`config.mk`:
```
export PLATFORM = sky130hd
export DESIGN_NAME = supp_recon_ctrl
export DESIGN_NICKNAME = d
export VERILOG_FILES = /design/src/rtl/srh_pkg.sv /design/src/rtl/srh_est_fsm.sv /design/src/rtl/srh_rec_fsm.sv /design/src/rtl/srh_smp_fifo.sv /design/src/rtl/supp_recon_ctrl.sv
export SDC_FILE = /design/constraint.sdc
export NUM_CORES = 1
export LEC_CHECK = 0
export BUFFER_PORTS_ARGS = -buffer_cell sky130_fd_sc_hd__buf_2
export CORE_ASPECT_RATIO = 2
export CORE_MARGIN = 10
export CORE_UTILIZATION = 60
export DETAILED_ROUTE_END_ITERATION = 8
export PLACE_DENSITY = 0.83
export SYNTH_ARGS = -nofsm -noshare
export SYNTH_HDL_FRONTEND = slang
export SYNTH_SLANG_ARGS = --single-unit
```
`constraint.sdc`:
```
create_clock -name clk -period 4.33 [get_ports clk]
set_input_delay 0.2165 -clock clk [delete_from_list [all_inputs] [get_ports clk]]
set_output_delay 0.2165 -clock clk [all_outputs]
set_load 0.005 [all_outputs]
```
`src/rtl/srh_pkg.sv`:
```
package srh_pkg;
  typedef enum logic [2:0] {
    E_INIT = 3'd0,
    E_WRDY = 3'd1,
    E_CALC = 3'd2,
    E_WDSP = 3'd3,
    E_IDLE = 3'd4
  } est_st_t;

  typedef enum logic [1:0] {
    R_WSUP  = 2'd0,
    R_PINV  = 2'd1,
    R_RECON = 2'd2
  } rec_st_t;
endpackage

```
`src/rtl/srh_est_fsm.sv`:
```
module srh_est_fsm
  import srh_pkg::*;
(
  input  logic    clk,
  input  logic    rst_n,
  input  logic    eng_ready,
  input  logic    eng_valid,
  input  logic    chg,
  input  logic    ack,
  output est_st_t state_o,
  output logic    start_o,
  output logic    supp_valid_o
);
  est_st_t st_q, st_d;
  logic    pend_q, pend_d;
  logic    start_q, start_d;

  always_comb begin
    st_d = st_q;
    unique case (st_q)
      E_INIT:  st_d = E_WRDY;
      E_WRDY:  if (eng_ready)        st_d = E_CALC;
      E_CALC:  if (eng_valid)        st_d = E_WDSP;
      E_WDSP:  if (ack)              st_d = E_IDLE;
      E_IDLE:  if (chg || pend_q)    st_d = E_CALC;
      default: st_d = E_INIT;
    endcase
  end

  // change flags seen mid-calculation are held until the machine parks
  always_comb begin
    pend_d = pend_q;
    if (st_q == E_IDLE)
      pend_d = 1'b0;
    else if (chg && (st_q == E_CALC || st_q == E_WDSP))
      pend_d = 1'b1;
  end

  assign start_d = (st_d == E_CALC) && (st_q != E_CALC);

  always_ff @(posedge clk or negedge rst_n) begin
    if (!rst_n) begin
      st_q    <= E_INIT;
      pend_q  <= 1'b0;
      start_q <= 1'b0;
    end else begin
      st_q    <= st_d;
      pend_q  <= pend_d;
      start_q <= start_d;
    end
  end

  assign state_o      = st_q;
  assign start_o      = start_q;
  assign supp_valid_o = (st_q == E_WDSP);
endmodule

```
`src/rtl/srh_rec_fsm.sv`:
```
module srh_rec_fsm
  import srh_pkg::*;
(
  input  logic    clk,
  input  logic    rst_n,
  input  logic    supp_valid,
  input  logic    pinv_done,
  output rec_st_t state_o,
  output logic    ack_o,
  output logic    pinv_start_o,
  output logic    recon_o
);
  rec_st_t st_q, st_d;
  logic    accept;
  logic    ack_q;

  assign accept = supp_valid && (st_q == R_WSUP || st_q == R_RECON);

  always_comb begin
    st_d = st_q;
    unique case (st_q)
      R_WSUP:  if (accept)    st_d = R_PINV;
      R_PINV:  if (pinv_done) st_d = R_RECON;
      R_RECON: if (accept)    st_d = R_PINV;
      default: st_d = R_WSUP;
    endcase
  end

  always_ff @(posedge clk or negedge rst_n) begin
    if (!rst_n) begin
      st_q  <= R_WSUP;
      ack_q <= 1'b0;
    end else begin
      st_q  <= st_d;
      ack_q <= accept;
    end
  end

  assign state_o      = st_q;
  assign ack_o        = ack_q;
  assign pinv_start_o = ack_q;
  assign recon_o      = (st_q == R_RECON);
endmodule

```
`src/rtl/srh_smp_fifo.sv`:
```
module srh_smp_fifo #(
  parameter int W     = 16,
  parameter int DEPTH = 48
) (
  input  logic         clk,
  input  logic         rst_n,
  input  logic         we,
  input  logic [W-1:0] wdata,
  input  logic         oe,
  output logic [W-1:0] rdata,
  output logic         rvalid,
  output logic         full,
  output logic         empty
);
  localparam int AW = (DEPTH > 1) ? $clog2(DEPTH) : 1;
  localparam int CW = $clog2(DEPTH + 1);

  logic [W-1:0]  mem [DEPTH];
  logic [AW-1:0] wp_q, rp_q, wp_inc, rp_inc;
  logic [CW-1:0] cnt_q;
  logic          wr_ok, rd_ok;
  logic [W-1:0]  rdata_q;
  logic          rvalid_q;

  assign full  = (cnt_q == CW'(DEPTH));
  assign empty = (cnt_q == '0);
  assign wr_ok = we && !full;
  assign rd_ok = oe && !empty;

  generate
    if (DEPTH == (1 << AW)) begin : g_pow2
      assign wp_inc = wp_q + 1'b1;
      assign rp_inc = rp_q + 1'b1;
    end else begin : g_wrap
      assign wp_inc = (wp_q == AW'(DEPTH - 1)) ? '0 : wp_q + 1'b1;
      assign rp_inc = (rp_q == AW'(DEPTH - 1)) ? '0 : rp_q + 1'b1;
    end
  endgenerate

  always_ff @(posedge clk) begin
    if (wr_ok) mem[wp_q] <= wdata;
  end

  always_ff @(posedge clk or negedge rst_n) begin
    if (!rst_n) begin
      wp_q     <= '0;
      rp_q     <= '0;
      cnt_q    <= '0;
      rdata_q  <= '0;
      rvalid_q <= 1'b0;
    end else begin
      rvalid_q <= rd_ok;
      if (wr_ok) wp_q <= wp_inc;
      if (rd_ok) begin
        rp_q    <= rp_inc;
        rdata_q <= mem[rp_q];
      end
      if (wr_ok && !rd_ok)      cnt_q <= cnt_q + 1'b1;
      else if (rd_ok && !wr_ok) cnt_q <= cnt_q - 1'b1;
    end
  end

  assign rdata  = rdata_q;
  assign rvalid = rvalid_q;
endmodule

```
`src/rtl/supp_recon_ctrl.sv`:
```
module supp_recon_ctrl
  import srh_pkg::*;
#(
  parameter int DATA_W    = 16,
  parameter int BUF_DEPTH = 48
) (
  input  logic              clk,
  input  logic              rst_n,
  input  logic              est_ready,
  input  logic              est_valid,
  input  logic              chg_flag,
  input  logic              pinv_done,
  input  logic              smp_we,
  input  logic [DATA_W-1:0] smp_wdata,
  input  logic              smp_oe,
  output logic              est_start,
  output logic              supp_valid,
  output logic              supp_ack,
  output logic              pinv_start,
  output logic              recon_active,
  output logic [2:0]        est_state,
  output logic [1:0]        rec_state,
  output logic [DATA_W-1:0] smp_rdata,
  output logic              smp_rvalid,
  output logic              fifo_full,
  output logic              fifo_empty
);
  est_st_t est_st;
  rec_st_t rec_st;

  srh_est_fsm u_est (
    .clk          (clk),
    .rst_n        (rst_n),
    .eng_ready    (est_ready),
    .eng_valid    (est_valid),
    .chg          (chg_flag),
    .ack          (supp_ack),
    .state_o      (est_st),
    .start_o      (est_start),
    .supp_valid_o (supp_valid)
  );

  srh_rec_fsm u_rec (
    .clk          (clk),
    .rst_n        (rst_n),
    .supp_valid   (supp_valid),
    .pinv_done    (pinv_done),
    .state_o      (rec_st),
    .ack_o        (supp_ack),
    .pinv_start_o (pinv_start),
    .recon_o      (recon_active)
  );

  srh_smp_fifo #(.W(DATA_W), .DEPTH(BUF_DEPTH)) u_fifo (
    .clk    (clk),
    .rst_n  (rst_n),
    .we     (smp_we),
    .wdata  (smp_wdata),
    .oe     (smp_oe),
    .rdata  (smp_rdata),
    .rvalid (smp_rvalid),
    .full   (fifo_full),
    .empty  (fifo_empty)
  );

  assign est_state = est_st;
  assign rec_state = rec_st;
endmodule

```
# Word level (Yosys, flattened, before mapping)
# Memories as Yosys holds them, arrays and structs flattened. A register that Yosys moved wholly into a read port is not among the register bits.
# Cells that the tools add are included.
totals:
  regBits: 27
  mem_bits_rw: 768
  input_bits: 24
  out_inout_bits: 29
  wordCells: 65
  n_memories: 1
classes:
  add_sub_neg: 4
  eq_ne: 13
  muxes: 16
  n_reduce_logical: 22
memory_table:
  columns: ["memory", "words", "word_bits", "rd", "rd_ports_with_merged_regs", "write_ports", "line_no", "source"]
  rows:
  - ["u_fifo.mem", 48, 16, 1, 1, 1, "srh_smp_fifo.sv:18", "logic [W-1:0] mem [DEPTH];"]
ops:
  columns: ["cell", "n"]
  rows:
  - ["2-to-1 mux 6 bit", 4]
  - ["adder 6 x 1 -> 6 bit (second input constant)", 3]
  - ["== test 6 bit (second input constant)", 3]
  - ["one-hot mux 3 bit (5 select lines)", 1]
  - ["2-to-1 mux 3 bit", 4]
  - ["== test 3 x 2 -> 1 bit (second input constant)", 3]
  - ["logical AND 1 bit", 7]
  - ["zero test 6 bit", 1]
  - ["subtractor 6 x 1 -> 6 bit (second input constant)", 1]
  - ["zero test 1 bit", 5]
  - ["2-to-1 mux 1 bit", 4]
  - ["2-to-1 mux 2 bit", 2]
  - ["one-hot mux 2 bit (2 select lines)", 1]
  - ["nonzero test 2 bit", 2]
  - ["== test 3 x 1 -> 1 bit (second input constant)", 1]
  - ["== test 3 bit (second input constant)", 1]
  - ["zero test 3 bit", 1]
  - ["logical OR 1 bit", 3]
  - ["!= test 3 x 2 -> 1 bit (second input constant)", 1]
  - ["== test 2 x 1 -> 1 bit (second input constant)", 1]
  - ["== test 2 bit (second input constant)", 1]
  - ["zero test 2 bit", 1]
  - ["!= test 2 x 1 -> 1 bit (second input constant)", 1]
  - ["!= test 2 bit (second input constant)", 1]
  - ["2 further kinds", 2]

# Logic depth before layout (Yosys ltp)
logic_depth:
  ltp_word: 7
  mapped_depth: 11
  depth_no_buf: 11

# Modules after synthesis
# A second synthesis with hierarchy kept.
hier_totals:
  hier_cells: 1495
  hier_area_um2: 31283.8
by_module_without_submodules:
  columns: ["mod", "n_inst", "cells_per_inst", "area_each_um2", "seq_area_each_um2"]
  rows:
  - ["srh_smp_fifo", 1, 1460, 30922.2, 23938.0]
  - ["srh_est_fsm", 1, 24, 231.5, 125.1]
  - ["srh_rec_fsm", 1, 11, 130.1, 75.1]

# Least setup slack after synthesis
# Ideal clock, no wire load.
synth_timing:
  path_type: "reg-to-reg"
  startpoint: "reg u_fifo.cnt_q[1]"
  endpoint: "reg u_fifo.cnt_q[5]"
  arrival_ps: 2910
  t_required_ps: 4183
  slack_ps: 1273
  path_stages_with_launch: 12
  period_less_slack_ps: 3057
  path_cell_list: "dfrtp_1 -> or4_4 -> o31ai_4 -> buf_2 -> ha_1 -> inv_1 -> ha_1 -> a21oi_1 -> a21boi_0 -> o21a_1 -> o2111ai_1 -> o311ai_0"
synth_via:
  elab_chain_cells: 6
synth_rtl:
  columns: ["element", "line_no", "source"]
  rows:
  - ["start, declared", "srh_smp_fifo.sv:20", "logic [CW-1:0] cnt_q;"]
  - ["start signal, assigned", "srh_smp_fifo.sv:58", "if (wr_ok && !rd_ok) cnt_q <= cnt_q + 1'b1;"]
  - ["start signal, assigned", "srh_smp_fifo.sv:59", "else if (rd_ok && !wr_ok) cnt_q <= cnt_q - 1'b1;"]
  - ["parallel branches: the longest is 6 deep, another holds subtractor 6 x 1 -> 6 bit", null, null]
# Parallel ways; which one is timed is not known. The select of a mux whose other input is x is not followed.
# A chain may end at the register's enable or synchronous reset.

==> summary.md <==
| Metric | Value |
|---|---|
| Hold slack | `62.6 ps` |
| Share of cells above drive strength 1 | `0.214` |
| First-pass GRT wire length | `121,000 um` |
| Fin crit share | `0.794` |
| Netlist cell types | `58` |
| Slew margin rel. | `0.124` |
| RSZ-0062 raised after global routing | `no` |
| Inserted Clock Buffers | `59` |
| Status | `finished, final reports clean` |
| R2R Path Start | `u_fifo.rp_q[0]` |
| XOR/XNOR share of the synthesized area | `0.00139` |
| Max_cap viols | `0` |
| Worst IR Drop VDD | `0.483 mV` |
| WL per Instance | `34.6 um` |
| WP data arrival | `3960 ps` |
| Clock Tree Root | `clkbuf_16` |
| Core Box Area | `52,000 um^2` |
| Pins Over Slew Limit | `0` |
| CP Launch Point | `u_fifo.rp_q[0]` |
| H-Tree Level Count | `2` |
| Post-route setup slack | `890 ps` |
| DRT iter0 DRCs | `2,166` |
| Number of placed I/O pins | `53` |
| P_leak | `11.4 nW` |
| Cell row count | `118` |
| Wirelength, routed | `84,000 um` |
| Compound-Gate Fraction of Synth Area | `0.0581` |
| Placed inst area | `32,700 um^2` |
| Pre-CTS setup slack | `1030 ps` |
| Gpl congestion | `0.931` |
| Drt drc | `0` |
| Final ANT Viol Nets | `0` |
| Worst slew pin tran | `1310 ps` |
| Clock sinks | `811` |
| Adder-Cell Fraction of Synth Area | `0.00380` |
| Crit path capture | `u_fifo.rdata[5]` |
| #FFs+latches synth | `811` |
| HP Class | `input port to register` |
| Final cell count without fillers | `2,425` |
| Total track usage | `0.266` |
| Final setup viols | `0` |
| Max Fanout on Critical Path | `59` |
| Reg clk slew, reported paths | `70 ps` |
| R2R Setup Slk | `890 ps` |
| Final non-filler cell area | `34,900 um^2` |
| Largest net degree at the start of global routing | `64` |
| Post-layout util | `0.672` |
| Critical path capture point type | `register` |
| DPL Wire Length | `48,600 um` |
| Filler cell count | `3,104` |
| Area grow syn2layout | `10.5%` |
| Worst r2r path cells | `5` |
| Initial Util | `0.608` |
| WS Path Type | `register to register` |
| Clock skew | `23.2 ps` |
| Inst Count DP | `2,305` |
| Global route overflow | `0` |
| Avg Cell Area, Syn | `19.6 um^2` |
| Cells after Synth | `1,614` |
| F_max | `0.291 GHz` |
| Nets | `1,746` |
| Vias | `17,200` |
| Pwr/cell area | `624 nW/um^2` |
| Overall power | `21.8 mW` |
| Cell Area, Synth | `31,600 um^2` |
| Via density | `7.11` |
| Fin crit period | `3440 ps` |
| Clock Latency Late Sink | `650 ps` |
| Mux cell area share after synthesis | `0.132` |
| Largest family of logic cells by synthesized area | `multiplexers` |
| Worst R2R End | `u_fifo.rdata[5]` |
| Initial antenna violation count | `1` |
| Simple-Gate Fraction of Synth Area | `0.0215` |
| Die Width | `182 um` |
| Max clock buf depth | `3` |
| Syn nets | `1,647` |
| Required @ worst endpoint | `4850 ps` |
| CTS tree | `built` |
| Top FF cell, synth | `edfxtp_1` |
| DIE AREA | `62,800 um^2` |
| EDFF count, synth | `768` |
| Die Y | `344 um` |
| Pre-Repair DR Iteration Count | `6` |
| IO buf count | `52` |
| Most frequent cells in the layout | `768 x edfxtp_1, 138 x mux2i_1, 111 x mux4_2` |
| Post-synthesis sequential area ratio | `0.764` |
| Async SR Flop Fraction | `0.0530` |
| Hold Fails Final Rpt | `0` |
| Commonest non-fill, non-tap cell in the layout | `edfxtp_1` |
| Setup TNS | `0 ps` |
| Ys Warns | `0` |
| Vias in the first global route | `17,400` |
| Critical Path Source Type | `register` |
[metal layers]
metal	share of wire	track usage	routed length [um]	up-vias
met5	0.000083	0	7	-
met4	0.089	0.199	7480	2
met3	0.096	0.0506	8050	365
met2	0.52	0.462	43600	1449
met1	0.30	0.283	24900	8621
li1	-	-	-	6807
[worst min path at each step]
stage | from | end | slack (ps) | depth (start not counted)
after floorplan | rst_n | u_est.pend_q | -80 | 0
after global placement | pinv_done | u_rec.state_o[0] | 410 | 2
after detailed placement | pinv_done | u_rec.state_o[0] | 420 | 2
after CTS | est_ready | u_est.state_o[1] | 50 | 5
after global routing | est_ready | u_est.state_o[1] | 80 | 5
final | est_ready | u_est.state_o[1] | 60 | 5
[registers in the layout (all words and copies together), names as in the netlist]
| signal | count |
|---|---|
| u_est.pend_q | 1 |
| u_est.start_o | 1 |
| u_est.state_o | 3 |
| u_fifo.cnt_q | 6 |
| u_fifo.mem | 768 |
| u_fifo.rdata | 16 |
| u_fifo.rp_q | 6 |
| u_fifo.rvalid | 1 |
| u_fifo.wp_q | 6 |
| u_rec.ack_o | 1 |
| u_rec.state_o | 2 |
[cells by family after synthesis]
kind of cell / count (synthesis)
flip-flops: 811
multiplexers: 275
AO/OA/AOI/OAI: 266
AND/OR/NAND/NOR: 142
buffers and inverters: 106
adder cells (fa/ha/maj): 9
XOR/XNOR: 5
[worst max-delay path, stage by stage (launching register included)]
cell	delay [ps]
dfrtp_4	810
buf_12	480
mux4_2	580
a22oi_1	830
a21oi_1	250
a221o_1	320
[repair_timing]
item / 4_1_cts / 5_1_grt
buffers inserted: 0 / 0
hold buffers: 6 / 0
endpoints found under the hold margin: 52 / 0
gates resized for setup: 0 / 0
[cells in the mapped netlist, types with 4 or more instances]
library cell  count  share of area
ha_1              8         0.0032
mux4_2          111          0.079
nand3b_1          6         0.0014
mux2_2           26         0.0093
buf_6            14         0.0050
o211ai_1         25         0.0059
clkbuf_1         41         0.0049
o22ai_1          18         0.0036
a21oi_1          64          0.010
nand3_1           6        0.00095
o21ai_0          17         0.0027
nor2_1           60         0.0071
buf_2            22         0.0035
mux2i_1         138          0.044
nand2b_1          4        0.00079
inv_1             8        0.00095
a22o_1           16         0.0044
a211oi_1         19         0.0045
a22oi_1          59          0.014
edfxtp_1        768           0.73
o21ai_1           8         0.0013
nor2b_1           5        0.00099
nand2_1          28         0.0033
nor3_1            6        0.00095
a221o_1           4         0.0013
buf_4            17         0.0040
o221ai_1         17         0.0047
nand4_1          13         0.0026
dfrtp_1          43          0.034
a21o_1            5         0.0012
[final cells by class]
class | instances | area, um^2 | share of cell area
antenna | 1 | 2.50 | 0.0000717
timing repair buffer | 134 | 941 | 0.0270
clock inverter | 42 | 528 | 0.0151
inverter | 10 | 37.5 | 0.00108
clock buffer | 70 | 1560 | 0.0447
tap | 660 | 826 | 0.0237
multi-input combinational | 697 | 6870 | 0.197
sequential | 811 | 24100 | 0.692
[where the power goes]
group | switching [mW] | total, mW | internal [mW]
sequential | 0.545 | 9.62 | 9.07
clock | 2.68 | 5.93 | 3.25
combinational | 3.90 | 6.22 | 2.32
total | 7.12 | 21.8 | 14.6
No activity file was read; power rests on OpenSTA's default activity.
